File: src/rtl/hfu_pkg.sv
package hfu_pkg;
  typedef enum logic [1:0] {
    SEL_RF  = 2'b00,
    SEL_WB  = 2'b01,
    SEL_MEM = 2'b10
  } src_sel_e;
endpackage

File: src/rtl/hfu_src_pick.sv
module hfu_src_pick
  import hfu_pkg::*;
#(
  parameter int REG_AW        = 5,
  parameter int SKIP_MEM_LOAD = 0
) (
  input  logic [REG_AW-1:0] src,
  input  logic [REG_AW-1:0] mem_dst,
  input  logic              mem_wen,
  input  logic              mem_load,
  input  logic [REG_AW-1:0] wb_dst,
  input  logic              wb_wen,
  output src_sel_e          sel
);
  localparam logic [REG_AW-1:0] ZERO_REG = '0;

  logic src_live;
  logic hit_mem;
  logic hit_wb;

  always_comb begin
    src_live = (src != ZERO_REG);
    hit_mem  = src_live && mem_wen && (mem_dst == src);
    if (SKIP_MEM_LOAD != 0) begin
      hit_mem = hit_mem && !mem_load;
    end
    hit_wb   = src_live && wb_wen && (wb_dst == src);
    // younger producer first
    if (hit_mem) begin
      sel = SEL_MEM;
    end else if (hit_wb) begin
      sel = SEL_WB;
    end else begin
      sel = SEL_RF;
    end
  end

  always_comb begin
    if (src == ZERO_REG) begin
      a_r4_zero_reads_rf: assert (sel == SEL_RF);
    end
    if (sel == SEL_WB) begin
      a_r5_wb_needs_wen: assert (wb_wen && wb_dst == src);
    end
  end
endmodule

File: src/rtl/hfu_load_use.sv
module hfu_load_use #(
  parameter int REG_AW = 5
) (
  input  logic [REG_AW-1:0] id_rs,
  input  logic [REG_AW-1:0] id_rt,
  input  logic              id_rd_rs,
  input  logic              id_rd_rt_alu,
  input  logic [REG_AW-1:0] ex_dst,
  input  logic              ex_wen,
  input  logic              ex_load,
  output logic              stall
);
  localparam logic [REG_AW-1:0] ZERO_REG = '0;

  logic load_pending;
  logic dep_rs;
  logic dep_rt;

  always_comb begin
    load_pending = ex_load && ex_wen && (ex_dst != ZERO_REG);
    dep_rs       = id_rd_rs && (id_rs == ex_dst);
    dep_rt       = id_rd_rt_alu && (id_rt == ex_dst);
    stall        = load_pending && (dep_rs || dep_rt);
  end
endmodule

File: src/rtl/hfu_store_late.sv
module hfu_store_late #(
  parameter int REG_AW = 5
) (
  input  logic              mem_store,
  input  logic [REG_AW-1:0] mem_src,
  input  logic [REG_AW-1:0] wb_dst,
  input  logic              wb_wen,
  input  logic              wb_load,
  output logic              late
);
  localparam logic [REG_AW-1:0] ZERO_REG = '0;

  always_comb begin
    late = mem_store && wb_load && wb_wen &&
           (mem_src != ZERO_REG) && (mem_src == wb_dst);
  end
endmodule

File: src/rtl/hazard_fwd_unit.sv
module hazard_fwd_unit
  import hfu_pkg::*;
#(
  parameter int REG_AW = 5
) (
  input  logic [REG_AW-1:0] id_rs,
  input  logic [REG_AW-1:0] id_rt,
  input  logic              id_rd_rs,
  input  logic              id_rd_rt_alu,
  input  logic [REG_AW-1:0] ex_rs,
  input  logic [REG_AW-1:0] ex_rt,
  input  logic [REG_AW-1:0] ex_dst,
  input  logic              ex_wen,
  input  logic              ex_load,
  input  logic [REG_AW-1:0] mem_dst,
  input  logic              mem_wen,
  input  logic              mem_load,
  input  logic              mem_store,
  input  logic [REG_AW-1:0] mem_src,
  input  logic [REG_AW-1:0] wb_dst,
  input  logic              wb_wen,
  input  logic              wb_load,
  output logic [1:0]        sel_a,
  output logic [1:0]        sel_b,
  output logic [1:0]        sel_sd,
  output logic              sd_from_wb,
  output logic              hold_pc,
  output logic              hold_ifid,
  output logic              bubble_idex
);
  // lane 0: ALU A, lane 1: ALU B, lane 2: store data
  localparam int NLANE   = 3;
  localparam int SD_LANE = NLANE - 1;

  logic [REG_AW-1:0] lane_src [NLANE];
  src_sel_e          lane_sel [NLANE];
  logic              stall;

  assign lane_src[0] = ex_rs;
  assign lane_src[1] = ex_rt;
  assign lane_src[2] = ex_rt;

  for (genvar g = 0; g < NLANE; g++) begin : g_lane
    hfu_src_pick #(
      .REG_AW       (REG_AW),
      .SKIP_MEM_LOAD((g == SD_LANE) ? 1 : 0)
    ) u_pick (
      .src     (lane_src[g]),
      .mem_dst (mem_dst),
      .mem_wen (mem_wen),
      .mem_load(mem_load),
      .wb_dst  (wb_dst),
      .wb_wen  (wb_wen),
      .sel     (lane_sel[g])
    );
  end

  hfu_load_use #(.REG_AW(REG_AW)) u_lu (
    .id_rs       (id_rs),
    .id_rt       (id_rt),
    .id_rd_rs    (id_rd_rs),
    .id_rd_rt_alu(id_rd_rt_alu),
    .ex_dst      (ex_dst),
    .ex_wen      (ex_wen),
    .ex_load     (ex_load),
    .stall       (stall)
  );

  hfu_store_late #(.REG_AW(REG_AW)) u_sl (
    .mem_store(mem_store),
    .mem_src  (mem_src),
    .wb_dst   (wb_dst),
    .wb_wen   (wb_wen),
    .wb_load  (wb_load),
    .late     (sd_from_wb)
  );

  assign sel_a       = lane_sel[0];
  assign sel_b       = lane_sel[1];
  assign sel_sd      = lane_sel[SD_LANE];
  assign hold_pc     = stall;
  assign hold_ifid   = stall;
  assign bubble_idex = stall;

  always_comb begin
    if (sel_a == SEL_MEM) begin
      a_r1_mem_fwd_matches: assert (mem_wen && mem_dst == ex_rs && ex_rs != '0);
    end
    if (sel_sd == SEL_MEM) begin
      a_r8_sd_not_from_load: assert (!mem_load);
    end
    if (hold_pc) begin
      a_r6_stall_has_load: assert (ex_load && ex_wen && ex_dst != '0);
    end
    if (sd_from_wb) begin
      a_r9_late_needs_store: assert (mem_store && wb_load);
    end
    a_r10_stall_agree: assert (hold_ifid == bubble_idex && hold_pc == hold_ifid);
  end
endmodule

File: config.mk
export PLATFORM = sky130hd
export DESIGN_NAME = hazard_fwd_unit
export DESIGN_NICKNAME = d
export VERILOG_FILES = /design/src/rtl/hfu_pkg.sv /design/src/rtl/hfu_src_pick.sv /design/src/rtl/hfu_load_use.sv /design/src/rtl/hfu_store_late.sv /design/src/rtl/hazard_fwd_unit.sv
export SDC_FILE = /design/constraint.sdc
export NUM_CORES = 1
export LEC_CHECK = 0
export ABC_CLOCK_PERIOD_IN_PS = 1700
export BUFFER_PORTS_ARGS = -buffer_cell sky130_fd_sc_hd__buf_2
export CORE_MARGIN = 2
export CORE_UTILIZATION = 36
export DETAILED_ROUTE_END_ITERATION = 16
export PLACE_DENSITY = 0.88
export SYNTH_ARGS = -nofsm -noshare
export SYNTH_HDL_FRONTEND = slang
export SYNTH_SLANG_ARGS = --single-unit
File: constraint.sdc
create_clock -name vclk -period 1.7
set_clock_uncertainty 0.05 [all_clocks]
set_input_delay 0.255 -clock vclk [all_inputs]
set_output_delay 0.255 -clock vclk [all_outputs]
set_load 0.01 [all_outputs]
==> metrics <==
status complete, but fails checks; failing checks negative setup slack; IO Count 59; initial antenna violation count 0; die area 0.00181 mm^2; VDD IR-drop max 0.000103 V; cell taking the most area after synthesis xor2_1; vias 722; Cells after DPL 144; port buffer count 59; Peak Freq 565 MHz; Synth area leaders xor2_1, xnor2_1, buf_4, nor4_1, nand4_1; router iterations before antenna repair 4; mapped cell area 536 um^2; register area 0 um^2; CP Capture Type output port; vias in the first global route 734; unrepaired setup endpoints after global routing true; worst slack, placed -0.0615 ns; WL final 1.79 mm; Vias/cell 4.98; met2 routed WL 1.01 mm; Slew @ Worst Pin 0.277 ns; required time of the critical path 1.39 ns; Critical Setup Path Class in -> out; Slew headroom 81.4%; Die X-Extent 42.6 um; Avg Cell Area, Syn 7.65 um^2; final worst path period share 104%; Clock buffer cells 0; hold endpoint sel_sd[1]; register area share after synthesis 0%; detailed-route DRC error count 0; Post-DP HPWL 1.62 mm; wire length per cell 12.3 um; row count 13; post-synthesis cell type count 19; largest net degree at the start of global routing 5; Synth top cells by count xor2_1, xnor2_1, buf_4, nor4_1, nand4_1; Final setup viols 1; max-slew violations 0; gr ovfl total 0; Post-DRT Antenna Nets 0; hold depth 3; net count after synthesis 119; CP startpoint kind input port; die height 42.6 um; fin nets 181; max-cap check violation count 0; fill count 127; non-filler instance count after layout 145; Initial Util 39.7%; Synth warnings 0; top cell type's share of synthesized area 29.4%; first-pass GRT wire length 2.89 mm; WL met3 66 um; most common cell in the netlist xor2_1; Hold Slack 0.716 ns; Area Overhead vs Synth 65.4%; min-delay src mem_load; crit path DAT 1.46 ns; M1 wire length 697 um; antenna diode count 0; Tightest Hold Check Type in -> out; Initial DRC Count 11; final hold vios 0; PwrDens 221 mW/mm^2; placer congestion estimate 0.838; Core ar. 0.00135 mm^2; # hold bufs at CTS 0; CP Max Fanout 2; leakage 0.441 nW; final setup margin -0.0693 ns; Multi-input gate area 500 um^2; Seq cells 0; Gate Count Post-Synth 70; share of cells above drive strength 1 53.8%; DR top layer met4; total global-route track usage 19.7%; Util after Layout 65.6%; min cycle time layout 1.77 ns
-- metrics by stage --
step	power, mW	instance area, um^2	setup TNS, ns
floorplan	0.0815	536	0
global placement	0.179	850	-0.0483
detailed placement	0.185	850	-0.0615
CTS	0.186	850	-0.0635
global route	0.213	886	-0.185
finish	0.196	886	-0.0693
-- layout by cell type (no fill, tap or decap), types with 2 or more instances in the layout --
| cell type | Yosys | final |
|---|---|---|
| a21oi_1 | 2 | 2 |
| buf_2 | 0 | 56 |
| buf_4 | 5 | 6 |
| buf_6 | 0 | 2 |
| nand2_1 | 2 | 2 |
| nand3_1 | 3 | 3 |
| nand4_1 | 4 | 4 |
| nor2_1 | 2 | 2 |
| nor3_1 | 3 | 3 |
| nor4_1 | 5 | 4 |
| nor4_2 | 2 | 3 |
| xnor2_1 | 16 | 16 |
| xor2_1 | 18 | 18 |
-- per-layer routing --
metal	track usage, %	up-vias
met1	21.0	331
met5	0	-
li1	-	365
met3	0.862	2
met4	3.75	0
met2	41.2	24
-- report_power, final --
part | leakage [nW] | total (mW) | switching [mW] | internal (mW)
sequential | 0 | 0 | 0 | 0
clock | 0 | 0 | 0 | 0
combinational | 0.441 | 0.196 | 0.0887 | 0.107
-- cells by family (layout without fill, tap and decap cells) --
kind of cell              after synthesis  in the layout  synth area share [%]
xor gates and xnor gates               34             34                  55.6
buffers and inverters                   6             66                  7.71
and+or+nand+nor                        26             26                  32.0
AOI/OAI and AO/OA                       4              4                  4.67
-- final cells by class --
class                           instances  area share, %
Timing Repair Buffer                   65           41.0
Inverter                                1          0.424
Multi-Input combinational cell         64           56.5
Tap cell                               15           2.12
-- worst max-delay path, cell delays in order --
cell and delay [ns]:
buf_2 0.11, or4_4 0.54, nor2_4 0.11, nor4_2 0.06
nor4_2 0.23, buf_2 0.17
-- worst max-delay path by stage --
stage,from,end
final,ex_rs[0],sel_a[0]
after global routing,ex_rs[0],sel_a[0]
after CTS,ex_rs[0],sel_a[0]
after detailed placement,ex_rs[0],sel_a[0]
after global placement,ex_rs[0],sel_a[0]
after floorplan,ex_rs[0],sel_a[0]
-- what timing repair did --
item,CTS,global route
setup buffers,0,1
gates resized for setup,0,7
endpoints found under the setup margin,1,6
pin swaps,0,4
Power figures use the tool's default switching activity.
